**config.mk**
```make
export PLATFORM = sky130hd
export DESIGN_NAME = cfgword_loader
export DESIGN_NICKNAME = d
export VERILOG_FILES = /design/src/rtl/scl_pkg.sv /design/src/rtl/scl_sync.sv /design/src/rtl/scl_shreg.sv /design/src/rtl/scl_ctrl.sv /design/src/rtl/scl_banks.sv /design/src/rtl/cfgword_loader.sv
export SDC_FILE = /design/constraint.sdc
export NUM_CORES = 1
export LEC_CHECK = 0
export BUFFER_PORTS_ARGS = -buffer_cell sky130_fd_sc_hd__buf_2
export CORE_MARGIN = 1.5
export CORE_UTILIZATION = 54
export DETAILED_ROUTE_END_ITERATION = 8
export PLACE_DENSITY = 0.75
export SLEW_MARGIN = 25
export SYNTH_ARGS = -nofsm -noshare
export SYNTH_HDL_FRONTEND = slang
export SYNTH_SLANG_ARGS = --single-unit
```
**constraint.sdc**
```tcl
create_clock -name clk -period 2.4 [get_ports clk]
set_clock_uncertainty 0.05 [all_clocks]
set_input_delay 0.36 -clock clk [delete_from_list [all_inputs] [get_ports clk]]
set_output_delay 0.36 -clock clk [all_outputs]
set_load 0.02 [all_outputs]
```
**src/rtl/scl_pkg.sv**
```systemverilog
package scl_pkg;
    parameter int REF_W  = 14;
    parameter int SWAL_W = 7;
    parameter int MAIN_W = 11;
    localparam int FRAME_W = 1 + SWAL_W + MAIN_W;
    localparam int REF_LEN = 1 + REF_W + 3;

    typedef enum logic [1:0] {
        ST_IDLE = 2'd0,
        ST_XFER = 2'd1,
        ST_HOLD = 2'd2
    } ld_state_e;

    typedef struct packed {
        logic [REF_W-1:0] ratio;
        logic             pre_sel;
        logic             pol;
        logic             mon_sel;
    } ref_cfg_t;

    typedef struct packed {
        logic [SWAL_W-1:0] swal;
        logic [MAIN_W-1:0] main;
    } div_cfg_t;
endpackage

```
**src/rtl/scl_sync.sv**
```systemverilog
module scl_sync #(
    parameter int W      = 3,
    parameter int STAGES = 2
) (
    input  logic         clk,
    input  logic         rst_n,
    input  logic [W-1:0] d_in,
    output logic [W-1:0] q_out
);
    logic [STAGES-1:0][W-1:0] stg;

    always_ff @(posedge clk or negedge rst_n) begin
        if (!rst_n) begin
            stg <= '0;
        end else begin
            stg[0] <= d_in;
            for (int i = 1; i < STAGES; i++) begin
                stg[i] <= stg[i-1];
            end
        end
    end

    assign q_out = stg[STAGES-1];
endmodule

```
**src/rtl/scl_shreg.sv**
```systemverilog
module scl_shreg
    import scl_pkg::*;
(
    input  logic               clk,
    input  logic               rst_n,
    input  logic               sh_en,
    input  logic               bit_in,
    output logic [FRAME_W-1:0] sr_q
);
    always_ff @(posedge clk or negedge rst_n) begin
        if (!rst_n) begin
            sr_q <= '0;
        end else if (sh_en) begin
            sr_q <= {sr_q[FRAME_W-2:0], bit_in};
        end
    end

    // the newest bit lands at position 1
    assert_new_bit_low_R1: assert property (@(posedge clk) disable iff (!rst_n)
        sh_en |=> sr_q[0] == $past(bit_in));
    // older bits move up by one
    assert_bits_move_up_R1: assert property (@(posedge clk) disable iff (!rst_n)
        sh_en |=> sr_q[FRAME_W-1:1] == $past(sr_q[FRAME_W-2:0]));
endmodule

```
**src/rtl/scl_ctrl.sv**
```systemverilog
module scl_ctrl
    import scl_pkg::*;
(
    input  logic clk,
    input  logic rst_n,
    input  logic le_s,
    input  logic sclk_rise,
    input  logic route_bit,
    output logic sh_en,
    output logic ref_we,
    output logic div_we
);
    ld_state_e state_q, state_d;

    always_comb begin
        state_d = state_q;
        unique case (state_q)
            ST_IDLE: if (le_s)  state_d = ST_XFER;
            ST_XFER: state_d = le_s ? ST_HOLD : ST_IDLE;
            ST_HOLD: if (!le_s) state_d = ST_IDLE;
            default: state_d = ST_IDLE;
        endcase
    end

    always_ff @(posedge clk or negedge rst_n) begin
        if (!rst_n) state_q <= ST_IDLE;
        else        state_q <= state_d;
    end

    always_comb begin
        sh_en  = 1'b0;
        ref_we = 1'b0;
        div_we = 1'b0;
        unique case (state_q)
            ST_IDLE: sh_en = sclk_rise & ~le_s;
            ST_XFER: begin
                ref_we = route_bit;
                div_we = ~route_bit;
            end
            ST_HOLD: ;
            default: ;
        endcase
    end

    // no shifting while the strobe is high
    assert_no_shift_in_load_R6: assert property (@(posedge clk) disable iff (!rst_n)
        le_s |-> !sh_en);
    // one write per strobe, never two banks at once
    assert_single_write_R2: assert property (@(posedge clk) disable iff (!rst_n)
        (ref_we || div_we) |=> !(ref_we || div_we));
    assert_xfer_after_rise_R3: assert property (@(posedge clk) disable iff (!rst_n)
        (ref_we || div_we) |-> $past(le_s));
endmodule

```
**src/rtl/scl_banks.sv**
```systemverilog
module scl_banks
    import scl_pkg::*;
(
    input  logic               clk,
    input  logic               rst_n,
    input  logic               ref_we,
    input  logic               div_we,
    input  logic [FRAME_W-1:0] sr_q,
    output ref_cfg_t           ref_cfg,
    output div_cfg_t           div_cfg
);
    ref_cfg_t ref_n;
    div_cfg_t div_n;

    always_comb begin
        ref_n.ratio   = sr_q[REF_W:1];
        ref_n.pre_sel = sr_q[REF_W+1];
        ref_n.pol     = sr_q[REF_W+2];
        ref_n.mon_sel = sr_q[REF_W+3];
        div_n.swal    = sr_q[SWAL_W:1];
        div_n.main    = sr_q[FRAME_W-1:SWAL_W+1];
    end

    always_ff @(posedge clk or negedge rst_n) begin
        if (!rst_n) begin
            ref_cfg <= '0;
            div_cfg <= '0;
        end else begin
            if (ref_we) ref_cfg <= ref_n;
            if (div_we) div_cfg <= div_n;
        end
    end

    // banks hold without a write
    assert_ref_hold_R4: assert property (@(posedge clk) disable iff (!rst_n)
        !ref_we |=> $stable(ref_cfg));
    assert_div_hold_R4: assert property (@(posedge clk) disable iff (!rst_n)
        !div_we |=> $stable(div_cfg));
    // reference fields come from positions 2..18
    assert_ref_ratio_R2: assert property (@(posedge clk) disable iff (!rst_n)
        ref_we |=> ref_cfg.ratio == $past(sr_q[REF_W:1]));
    // main value from positions 9..19
    assert_main_field_R3: assert property (@(posedge clk) disable iff (!rst_n)
        div_we |=> div_cfg.main == $past(sr_q[FRAME_W-1:SWAL_W+1]));
endmodule

```
**src/rtl/cfgword_loader.sv**
```systemverilog
module cfgword_loader
    import scl_pkg::*;
#(
    parameter int SYNC_STAGES = 2
) (
    input  logic              clk,
    input  logic              rst_n,
    input  logic              ser_clk,
    input  logic              ser_data,
    input  logic              ser_le,
    output logic [REF_W-1:0]  ref_ratio,
    output logic              pre_sel,
    output logic              phase_pol,
    output logic              mon_sel,
    output logic [SWAL_W-1:0] swal_cnt,
    output logic [MAIN_W-1:0] main_cnt
);
    logic [2:0]         sync_q;
    logic               sclk_s, dat_s, le_s, sclk_d;
    logic               sclk_rise, sh_en, ref_we, div_we;
    logic [FRAME_W-1:0] sr_q;
    ref_cfg_t           ref_cfg;
    div_cfg_t           div_cfg;

    scl_sync #(.W(3), .STAGES(SYNC_STAGES)) u_sync (
        .clk   (clk),
        .rst_n (rst_n),
        .d_in  ({ser_le, ser_data, ser_clk}),
        .q_out (sync_q)
    );
    assign {le_s, dat_s, sclk_s} = sync_q;

    always_ff @(posedge clk or negedge rst_n) begin
        if (!rst_n) sclk_d <= 1'b0;
        else        sclk_d <= sclk_s;
    end
    assign sclk_rise = sclk_s & ~sclk_d;

    scl_ctrl u_ctrl (
        .clk       (clk),
        .rst_n     (rst_n),
        .le_s      (le_s),
        .sclk_rise (sclk_rise),
        .route_bit (sr_q[0]),
        .sh_en     (sh_en),
        .ref_we    (ref_we),
        .div_we    (div_we)
    );

    scl_shreg u_shreg (
        .clk    (clk),
        .rst_n  (rst_n),
        .sh_en  (sh_en),
        .bit_in (dat_s),
        .sr_q   (sr_q)
    );

    scl_banks u_banks (
        .clk     (clk),
        .rst_n   (rst_n),
        .ref_we  (ref_we),
        .div_we  (div_we),
        .sr_q    (sr_q),
        .ref_cfg (ref_cfg),
        .div_cfg (div_cfg)
    );

    assign ref_ratio = ref_cfg.ratio;
    assign pre_sel   = ref_cfg.pre_sel;
    assign phase_pol = ref_cfg.pol;
    assign mon_sel   = ref_cfg.mon_sel;
    assign swal_cnt  = div_cfg.swal;
    assign main_cnt  = div_cfg.main;

    // register frozen across a cycle where the strobe was high
    assert_sr_frozen_R6: assert property (@(posedge clk) disable iff (!rst_n)
        le_s |=> $stable(sr_q));
endmodule

```
Word level (Yosys, flattened, before mapping)
Index checks and enable logic that the tools add are counted.

storage, ports and cells
  register bits after elaboration = 63
  input port bits = 5
  output and inout bits = 35
  word-level logic and storage cells = 29

operators by class
  eq/ne operators = 4
  multiplexer cells = 7
  bitwise operators = 5
  reductions and logical operators = 2

operators with widths
  cell                                                 count
  two-way mux 2 bit                                    3
  one-hot mux 2 bit (3 select lines)                   1
  inequality test 2 bit, second input constant         2
  two-way mux 1 bit                                    3
  inverter 1 bit                                       3
  bitwise AND 1 bit                                    2
  equality test 2 x 1 -> 1 bit, second input constant  1
  equality test 2 bit, second input constant           1
  zero test 2 bit                                      1
  AND reduction 2 bit                                  1

Depth between registers and ports, before layout
Gate-level depths: netlist (run 1).

  depth in word-level cells = 4
  depth in mapped cells = 4
  mapped depth without buffers = 3

Modules after synthesis
A second synthesis (run 1) with hierarchy kept.

second synthesis, totals
  cells, all modules = 133
  area, all modules = 2,476.1 um^2

modules (own cells, without submodules)
  module          times used  cells each  area an instance (um^2)  sequential area each (um^2)
  scl_banks       1           74          1,407.6                  875.8
  scl_shreg       1           40          758.2                    475.5
  scl_sync        1           9           172.7                    150.1
  scl_ctrl        1           8           98.8                     50.0
  cfgword_loader  1           2           38.8                     25.0

Worst setup path after synthesis (run 1)
OpenSTA, ideal clock, no wires.

  path kind = register -> register
  from = register u_ctrl.state_q[1]
  to = register u_shreg.sr_q[0]
  library setup time = 0.125 ns
  arrival = 1.508 ns
  required time = 2.225 ns
  slack = 0.718 ns
  stages on the path, launching flop included = 4
  path buffers = 1
  clock period less this slack = 1.682 ns
  path through = dfrtp_1 nor4_4 buf_6 mux2_2

between the ends
  longest elaborated chain between the ends = 2

RTL lines
  item                      line             source
  start: declaration        scl_ctrl.sv:13   ld_state_e state_q, state_d;
  start signal: assignment  scl_ctrl.sv:27   else state_q <= state_d;
  zero test 2 bit           scl_ctrl.sv:34   unique case (state_q)
  two-way mux 1 bit         scl_ctrl.sv:34
  end signal: assignment    scl_shreg.sv:14  sr_q <= {sr_q[FRAME_W-2:0], bit_in};
  end: declaration          scl_shreg.sv:8   output logic [FRAME_W-1:0] sr_q

No other way between the ends.
A chain may end at the register's enable or synchronous reset.

Final worst setup path (run 1)
  from = register u_ctrl.state_q[1]
  to = register u_banks.ref_cfg[0] (netlist name)

between the ends
  longest elaborated chain between the ends = 2

RTL lines
  item                          line
  equality test 2 x 1 -> 1 bit  scl_ctrl.sv:34
  two-way mux 1 bit             scl_ctrl.sv:34

No other way between the ends.

==> results of run 1 <==
[sequential cells by signal, indices dropped and copies added (netlist names)]
signal           cells
sclk_d               1
u_shreg.sr_q        19
u_banks.ref_cfg     17
u_banks.div_cfg     18
u_sync.stg           3
u_sync.q_out         3
u_ctrl.state_q       2
[through the flow]
stage / setup slack, ns / cells / cell area [um2] / util
final: 0.792 / 233 / 2770 / 0.689
after global routing: 0.709 / 233 / 2770 / 0.689
after floorplan: 0.718 / 128 / 2280 / -
after CTS: 0.761 / 233 / 2770 / 0.689
after detailed placement: 0.773 / 217 / 2550 / 0.632
after global placement: 0.827 / 217 / 2550 / 0.632
[worst reg2reg max path: cells and delay by family, from the launching register on]
family / cells / cell delay (ns)
AND/OR/NAND/NOR: 1 / 0.56
multiplexers: 1 / 0.43
flip-flops: 1 / 0.45
[placed cells by master (no fill, tap or decap)]
master	count
dfrtp_1	63
mux2_2	54
buf_2	39
clkbuf_8	14
buf_4	4
nand2b_1	1
nor4_4	1
nor3b_2	1
nand3b_2	1
nor3b_1	1
xor2_1	1
and2_1	1
clkinv_2	1
bufinv_16	1
[per-layer routing]
metal / part of all wire / track usage / vias to the layer above / routed length, um
met3: 0.048 / 0.0493 / 5 / 173
li1: - / - / 556 / -
met5: 0 / 0 / - / 0
met1: 0.44 / 0.233 / 634 / 1600
met4: 0.012 / 0.105 / 0 / 44
met2: 0.50 / 0.279 / 34 / 1800
[power groups by stage]
stage                     Clock [mW]  Sequential, mW  Combinational, mW
final                          0.986            1.30              0.438
after global routing            1.05            1.32              0.474
after CTS                       1.01            1.30              0.447
after detailed placement           0            1.32              0.447
after global placement             0            1.31              0.430
after floorplan                    0            1.39              0.213
[Yosys cell counts]
cell type | n | area (um2)
xor2_1 | 1 | 8.76
buf_2 | 2 | 10.0
buf_4 | 1 | 7.51
nand3b_2 | 1 | 11.3
mux2_2 | 54 | 608
buf_6 | 1 | 11.3
and2_1 | 1 | 6.26
nor4_4 | 1 | 21.3
nand2b_1 | 1 | 6.26
nor3b_1 | 2 | 15.0
dfrtp_1 | 63 | 1580
[cell families after synthesis]
| logic type | count (synthesis) |
|---|---|
| xor gates and xnor gates | 1 |
| buffers and inverters | 4 |
| muxes | 54 |
| and+or+nand+nor | 6 |
| DFF | 63 |
[final cells by class]
cell class,instances,area share
sequential,63,0.568
multi-input combinational,61,0.246
clock buffer,14,0.0695
tap,50,0.0226
clock inverter,2,0.0126
timing repair buffer,43,0.0812
[worst min-delay path by stage]
| stage | end | slack (ns) | depth (start not counted) |
|---|---|---|---|
| 2_1_floorplan | sclk_d | 0.01 | 0 |
| 3_3_place_gp | u_sync.q_out[0] | 0.28 | 0 |
| 3_5_place_dp | u_sync.q_out[0] | 0.29 | 0 |
| 4_1_cts | u_sync.stg[1] | 0.08 | 1 |
| 5_1_grt | u_sync.stg[1] | 0.07 | 1 |
| 6_report | u_sync.stg[1] | 0.09 | 1 |
==> summary.txt, run 1 <==
Sw frac -> 0.255
CTS buffer count -> 9
Clk_lat worst skew -> 0.32 ns
Layout cells sized above 1 -> 0.634
Max stage delay cell, worst path -> nand3b_2
Initial DRC Count -> 69
Status -> completed
Yosys warnings -> 0
Net Sw Power -> 0.695 mW
Req. time, crit path -> 2.55 ns
H-tree depth -> 3
Post-CTS sizing -> 0
Largest fanout on the critical path -> 17
TritonRoute pass-1 iters -> 2
Area grow syn2layout -> 21.5%
Setup crit end -> u_banks.ref_cfg[0]
CP Depth -> 2
Placer congestion estimate -> 0.700
NumNets Final -> 183
Number of diodes -> 0
Core Area -> 4030 um2
Synth Area in Compound Gates -> 0
Root buf cell -> clkbuf_8
Residual DRC count -> 0
Hold Vio Cnt, Final -> 0
Leakage -> 1.50 nW
Die area -> 4630 um2
Mux cell area share after synthesis -> 0.266
VDD IR-drop max -> 0.577 mV
Worst Path Buf+Inv -> 0
CTS clk-pin slew, worst paths -> 0.06 ns
Simple-gate share of the synthesized area -> 0.0263
Largest family of logic cells by synthesized area -> multiplexers
Final period util -> 0.670
Slowest Stage Delay on Critical Path -> 0.56 ns
Unrepaired setup endpoints after global routing -> false
Setup TNS -> 0 ns
Die Width -> 68.0 um
Endpoints failing setup -> 0
Vias in the first global route -> 1,237
Fmax achieved -> 622 MHz
Largest net degree at the start of global routing -> 64
Fillcell total -> 301
Post-CTS Setup Inserts -> 0
WL per Instance -> 15.5 um
Worst-Margin Slew -> 0.754 ns
Register area -> 1580 um2
Die H -> 68.0 um
Starting Density -> 0.566
Distinct cells, synth -> 11
Clock Path Buffers -> 2
First-pass GRT wire length -> 5920 um
Power Total -> 2.72 mW
Yosys reg bits -> 63
Port Buffers -> 39
Internal power -> 2.03 mW
HP Start -> ser_data
Initial antenna violation count -> 0
Worst min path class -> in -> reg
Crit path capture type -> register
Via count -> 1,229
CTS tree -> yes
GRT overflow -> 0
Synth Area per Inst -> 17.8 um2
Crit-path cells -> nand3b_2 > mux2_2
Via-per-instance ratio -> 5.27
Worst R2R End -> u_banks.ref_cfg[0]
Synth Area in Adders -> 0
Max cap viols -> 0
Post-route minimum period -> 1.61 ns
Slew Limit Headroom -> 0.497
Worst setup SP type -> register
Post-synthesis sequential area ratio -> 0.691
Synth Area in XOR/XNOR -> 0.00384
Arrival time worst endpoint -> 1.76 ns
Syn Nets -> 133
Crit. Startpoint -> u_ctrl.state_q[1]
Comb power frac -> 0.161
Row count -> 23
Mapped Cells -> 128
Part of the power in registers -> 0.477
Final Routed Wirelength -> 3620 um
Post-route ant nets -> 0
Max Slew Vio Count -> 0
PwrDens -> 982 nW/um2
Cts hold-fix bufs -> 0
Multi-input logic area -> 682 um2
Reg2Reg Depth -> 2
Num ports -> 40
Detail Placement HPWL -> 2430 um
Hold slack -> 0.0917 ns
Total track usage -> 0.182
Reg-to-reg startpoint -> u_ctrl.state_q[1]
CP delay by family, top -> simple AND/OR/NAND/NOR gates
CTS Sinks -> 63
Setup Crit Path Kind -> reg -> reg
Clock Power Share -> 0.362
Cell Area, Synth -> 2280 um2
Reg-to-reg slack, setup -> 0.79 ns
No activity file was read; power rests on OpenSTA's default activity.
==> run 2: changes to the inputs <==
- ABC_AREA: default -> 1
- CORE_UTILIZATION: 54 -> 50
- PLACE_DENSITY: 0.75 -> 0.72
- clock period: 2.4 -> 1.3 ns (I/O delays scaled with it)
==> run 2 against run 1 <==
Effect of this change:
- sequential share of layout area down 5.8 points
- fmax up 37%
- non-clock buffer count up 9
- first-iteration DRC count up 110%
- largest power group unchanged
- largest cell class unchanged
==> summary.txt, run 2 <==
Status -> completed
Slew Limit Headroom -> 0.786 (+0.289)
Residual DRC count -> 0 (unchanged)
Root buf cell -> clkbuf_8
Arrival time worst endpoint -> 1.34 ns (-0.42 ns)
Row count -> 25 (+8.7%)
Via count -> 1,692 (+38%)
Detail Placement HPWL -> 2720 um (+12%)
Distinct cells, synth -> 17 (+6)
Commonest non-fill, non-tap cell in the layout -> nand2_1
Largest net degree at the start of global routing -> 64 (unchanged)
Post-synth EDFFs -> 0 (unchanged)
Most used cell along the critical path -> nand2_1
Fmax achieved -> 853 MHz (+37%)
Largest registers -> u_shreg.sr_q (19), u_banks.div_cfg (18), u_banks.ref_cfg (17)
Setup Crit Path Kind -> reg -> reg
Max cap viols -> 0 (unchanged)
Final Routed Wirelength -> 4260 um (+18%)
Setup TNS -> 0 ns (unchanged)
Met1 Use GR -> 0.221 (-0.0125)
Mapped Cells -> 232 (+81%)
Core Area -> 4850 um2 (+20%)
Starting Density -> 0.531 (-0.0354)
Port Buffers -> 39 (unchanged)
Total track usage -> 0.174 (-0.00779)
Final period util -> 0.901 (+0.231)
Yosys warnings -> 0 (unchanged)
Initial antenna violation count -> 0 (unchanged)
CTS buffer count -> 9 (unchanged)
TritonRoute pass-1 iters -> 5 (+3)
WL per Instance -> 12.0 um (-22%)
VDD IR-drop max -> 0.795 mV (+38%)
Initial DRC Count -> 148 (+110%)
Largest fanout on the critical path -> 19 (+2)
Post-synth top flop -> dfrtp_1
Unrepaired setup endpoints after global routing -> false
Largest register by flop count -> u_shreg.sr_q
Die H -> 74.8 um (+9.9%)
Area grow syn2layout -> 20.2%
Synth area leaders -> dfrtp_1 (61%), o21ai_2 (12%), nand2_1 (10%), nand4_1 (4.6%), buf_6 (3.5%)
Vias in the first global route -> 1,600 (+29%)
Cell Area, Synth -> 2570 um2 (+13%)
CP delay by family, top -> simple AND/OR/NAND/NOR gates
Post-route ant nets -> 0 (unchanged)
Endpoints failing setup -> 0 (unchanged)
Most frequent cell after synthesis -> nand2_1
Slowest Stage Delay on Critical Path -> 0.45 ns (-0.11 ns)
Worst min path class -> reg -> reg
Clock Path Buffers -> 2 (unchanged)
Placer congestion estimate -> 0.751 (+7.4%)
Syn Nets -> 237 (+78%)
Post-route minimum period -> 1.17 ns (-0.437 ns)
Yosys reg bits -> 63 (unchanged)
H-tree depth -> 3 (unchanged)
CTS tree -> yes
Crit-path cells -> nor2_4 > nand3_4 > nand2_1 > nand2_1
Fillcell total -> 385 (+28%)
Post-route design area -> 3090 um2 (+12%)
Synth Area per Inst -> 11.1 um2 (-38%)
Layout cells sized above 1 -> 0.369 (-0.265)
Num ports -> 40 (unchanged)
Leakage -> 1.59 nW (+6.1%)
Die area -> 5590 um2 (+21%)
Hold Vio Cnt, Final -> 0 (unchanged)
Req. time, crit path -> 1.47 ns (-1.08 ns)
NumNets Final -> 287 (+57%)
Max reg flops -> 19 (unchanged)
Worst-Margin Slew -> 0.322 ns (-0.433 ns)
CTS clk-pin slew, worst paths -> 0.07 ns (about the same)
Clk_lat worst skew -> 0.33 ns (about the same)
Synth cell count leaders -> nand2_1 (72), dfrtp_1 (63), o21ai_2 (35)
Cell taking the most area after synthesis -> dfrtp_1
Worst Path Buf+Inv -> 0 (unchanged)
Via-per-instance ratio -> 4.78 (-9.4%)
GR peak layer -> met2
Crit path capture type -> register
Met2 usage -> 0.268 (-0.0113)
CTS Sinks -> 63 (unchanged)
GRT met3 Usage -> 0.0562 (+0.00688)
Number of diodes -> 0 (unchanged)
First-pass GRT wire length -> 7130 um (+20%)
Ys async rst share -> 1.00 (unchanged)
Leading cell types in the layout, fill and taps excluded -> nand2_1 (72), dfrtp_1 (62), buf_2 (39)
Post-synthesis sequential area ratio -> 0.612 (-0.0785)
GRT overflow -> 0 (unchanged)
Post-DP Area -> 2840 um2 (+12%)
Max stage delay cell, worst path -> dfrtp_1
PwrDens -> 1590 nW/um2 (+62%)
Die Width -> 74.8 um (+9.9%)
Worst setup SP type -> register
Synth top area share -> 0.612 (-0.0785)
Max Slew Vio Count -> 0 (unchanged)
==> run 2: cell types whose count changed in the layout (fill, tap and decap cells not counted), sizes merged, moves of 4 or more <==
cell,change
o21ai,+36
nand4,+19
inv,+21
buf,+5
dlygate4sd3,+4
nand2,+73
mux2,-54
==> run 2: area by class of cell <==
type	instances	area, um2	share of cell area
clock buffer	13	169	0.0546
clock inverter	3	40.0	0.0129
inverter	21	78.8	0.0255
multi-input combinational	135	792	0.256
sequential	63	1580	0.510
tap	67	83.8	0.0271
timing repair buffer	52	353	0.114
==> run 2: per-layer routing <==
layer,routed length (um),part of all wire
met1,2080,0.49
met2,1950,0.46
met3,157,0.037
met4,70,0.016
met5,0,0
==> run 2: stage by stage <==
stage	cells	hold WS, ns	power (mW)	setup WS [ns]	utilization
after floorplan	232	-0.151	2.93	0.140	-
after global placement	334	0.180	3.18	0.112	0.587
after detailed placement	334	0.180	3.21	0.0752	0.587
after CTS	354	0.302	4.97	0.0476	0.638
after global routing	354	0.303	5.14	0.0257	0.638
final	354	0.300	4.91	0.128	0.638
==> run 2: timing repair <==
| item | in CTS | in global routing |
|---|---|---|
| resized for setup | 0 | 2 |
| endpoints found under the hold margin | 66 | 0 |
| setup buffers | 0 | 0 |
| setup endpoints to repair | 0 | 20 |
| hold buffers | 4 | 0 |
==> run 2: logic make-up (layout without fill, tap and decap cells) <==
family,after synthesis,after routing,synth area share
simple gates,98,98,0.185
flops,63,63,0.612
buf+inv,34,89,0.0802
compound gates,37,37,0.123
==> run 2: worst paths after layout <==
| check | startpoint | end | slack, ns | cells past startpoint |
|---|---|---|---|---|
| setup / recovery | u_ctrl.state_q[1] | u_shreg.sr_q[14] | 0.13 | 4 |
| hold / removal | u_sync.stg[0] | u_sync.q_out[0] | 0.30 | 0 |
| setup reg to reg | u_ctrl.state_q[1] | u_shreg.sr_q[14] | 0.13 | 4 |
| hold reg to reg | u_sync.stg[0] | u_sync.q_out[0] | 0.30 | 0 |
| max in group asynchronous | rst_n | u_ctrl.state_q[0] | 0.58 | 3 |
| min in group asynchronous | rst_n | u_banks.ref_cfg[9] | 0.35 | 3 |
==> run 2: report_power, final <==
part / internal, mW / switching, mW / leakage (nW) / total (mW)
sequential: 2.16 / 0.144 / 0.852 / 2.30
combinational: 0.304 / 0.557 / 0.627 / 0.862
clock: 1.04 / 0.707 / 0.109 / 1.74
total: 3.50 / 1.41 / 1.59 / 4.91
==> run 3: changes to the inputs <==
- CELL_PAD_IN_SITES_DETAIL_PLACEMENT: default -> 0
- CELL_PAD_IN_SITES_GLOBAL_PLACEMENT: default -> 2
- CORE_UTILIZATION: 50 -> 33
- CTS_CLUSTER_SIZE: default -> 24
- PLACE_DENSITY: 0.72 -> 0.73
==> run 3 against run 2 <==
Effect of this change:
- register-to-register slack worse by 0.05 ns
- sequential cell count unchanged
- critical path depth unchanged
- fmax down 4.1%
- non-clock buffer count up 3
- largest cell class unchanged
- critical endpoint is now u_shreg.sr_q[15]
- worst setup slack worse by 0.050 ns
- clock-buffer cell count down 2
- largest power group unchanged
- utilization down 22 points
- cell count up 11%
- clock power down 3%
==> summary.txt, run 3 (same netlist as run 2, synthesis figures left out) <==
Unrepaired setup endpoints after global routing -> true
Largest registers -> u_shreg.sr_q (19), u_banks.div_cfg (18), u_banks.ref_cfg (17)
Die Width -> 91.3 um (+22%)
Crit-path cells -> nor2_4 > buf_4 > nand4_1 > nand2_1
Setup crit end -> u_shreg.sr_q[15]
WL per Instance -> 12.4 um (+3.0%)
H-tree depth -> 3 (unchanged)
Residual DRC count -> 0 (unchanged)
Row count -> 32 (+28%)
Setup Crit Path Kind -> reg -> reg
Clk_lat worst skew -> 0.34 ns (about the same)
Initial antenna violation count -> 0 (unchanged)
Post-route ant nets -> 0 (unchanged)
PwrDens -> 1540 nW/um2 (-3.2%)
Layout cells sized above 1 -> 0.376 (+0.00652)
Largest net degree at the start of global routing -> 35 (-45%)
Req. time, crit path -> 1.53 ns (+0.06 ns)
CTS Sinks -> 63 (unchanged)
Via-per-instance ratio -> 4.50 (-5.8%)
Detail Placement HPWL -> 3160 um (+16%)
Area grow syn2layout -> 23.1%
Hold slack -> 0.281 ns (-0.0189 ns)
Starting Density -> 0.337 (-0.194)
Largest register by flop count -> u_shreg.sr_q
Reg-to-reg startpoint -> u_ctrl.state_q[0]
Slew Limit Headroom -> 0.703 (-0.0824)
Commonest non-fill, non-tap cell in the layout -> nand2_1
Max Slew Vio Count -> 0 (unchanged)
Fmax achieved -> 819 MHz (-4.1%)
CP Depth -> 4 (unchanged)
Port Buffers -> 39 (unchanged)
Place WS -> 0.0631 ns (-0.0122 ns)
Setup TNS -> 0 ns (unchanged)
GRT overflow -> 0 (unchanged)
Root buf cell -> clkbuf_8
Num ports -> 40 (unchanged)
Worst setup SP type -> register
Worst R2R End -> u_shreg.sr_q[15]
CP delay by family, top -> flip-flops
Die H -> 91.3 um (+22%)
Reg2Reg Depth -> 4 (unchanged)
Total track usage -> 0.134 (-0.0400)
Leading cell types in the layout, fill and taps excluded -> nand2_1 (72), dfrtp_1 (62), buf_2 (39)
Endpoints failing setup -> 0 (unchanged)
Max cap viols -> 0 (unchanged)
Power Total -> 4.87 mW (-0.85%)
Initial DRC Count -> 93 (-37%)
Largest fanout on the critical path -> 11 (-8)
Leakage -> 1.60 nW (+0.73%)
CTS buffer count -> 9 (unchanged)
Status -> completed
NumNets Final -> 291 (+1.4%)
Setup WS post-layout -> 0.0785 ns (-0.0498 ns)
Post-route design area -> 3170 um2 (+2.5%)
Final period util -> 0.940 (+0.0383)
Placer congestion estimate -> 0.655 (-13%)
Placed insts -> 372 (+11%)
CTS clk-pin slew, worst paths -> 0.07 ns (about the same)
Arrival time worst endpoint -> 1.45 ns (+0.11 ns)
Slowest Stage Delay on Critical Path -> 0.48 ns (+0.03 ns)
Max stage delay cell, worst path -> dfrtp_2
VDD IR-drop max -> 0.469 mV (-41%)
CTS tree -> yes
Final Routed Wirelength -> 4860 um (+14%)
Core Area -> 7650 um2 (+58%)
Worst Path Buf+Inv -> 1 (+1)
Vias in the first global route -> 1,719 (+7.4%)
Max reg flops -> 19 (unchanged)
Worst-Margin Slew -> 0.445 ns (+0.124 ns)
First-pass GRT wire length -> 8510 um (+19%)
Die area -> 8340 um2 (+49%)
Crit. Startpoint -> u_ctrl.state_q[0]
Reg-to-reg slack, setup -> 0.08 ns (-0.05 ns)
Hold Vio Cnt, Final -> 0 (unchanged)
Worst min path class -> in -> async
Via count -> 1,765 (+4.3%)
TritonRoute pass-1 iters -> 4 (-1)
Post-DP Area -> 2910 um2 (+2.3%)
Final core occ -> 0.415 (-0.224)
Clock Path Buffers -> 2 (unchanged)
Final cell count without fillers -> 392 (+11%)
Number of diodes -> 0 (unchanged)
Post-route minimum period -> 1.22 ns (+0.0498 ns)
Post-CTS Setup Inserts -> 0 (unchanged)
Crit path capture type -> register
[run 3: cell types whose count changed in the layout (fill, tap and decap cells not counted), sizes merged]
cell    change
buf         +3
clkbuf      -2
clkinv      +1
nand3       +1
[run 3: final cells by class]
cell class / instances / area [um2]
timing repair buffer: 55 / 375
clock inverter: 4 / 45.0
sequential: 63 / 1580
inverter: 21 / 78.8
clock buffer: 11 / 151
tap: 102 / 128
fill: 786 / 4480
multi-input combinational: 136 / 815
[run 3: what timing repair did]
action | in CTS | in global routing
resized for setup | 0 | 3
hold buffers | 4 | 0
setup endpoints to repair | 0 | 24
hold endpoints to repair | 17 | 0
[run 3: where the power goes]
group          switching [mW]  leakage, nW  internal [mW]
registers               0.149        0.852           2.16
clock network           0.711        0.105          0.968
logic                   0.574        0.643          0.305
[run 3: worst min-delay path by stage]
stage / depth (start not counted) / endpoint / from
after floorplan: 0 / sclk_d / rst_n
after global placement: 1 / u_banks.ref_cfg[6] / rst_n
after detailed placement: 1 / u_banks.ref_cfg[6] / rst_n
after CTS: 2 / u_banks.ref_cfg[5] / rst_n
after global routing: 2 / u_banks.div_cfg[13] / rst_n
final: 2 / u_banks.ref_cfg[6] / rst_n
[run 3: per-layer routing]
| layer | wire [um] | track usage |
|---|---|---|
| met1 | 2530 | 0.179 |
| met2 | 2030 | 0.187 |
| met3 | 238 | 0.0528 |
| met4 | 65 | 0.0677 |
| met5 | 0 | 0 |
[run 3: worst reg2reg max path, stage by stage (launching register included)]
cell	delay [ns]
dfrtp_2	0.48
nor2_4	0.22
buf_4	0.22
nand4_1	0.12
nand2_1	0.08
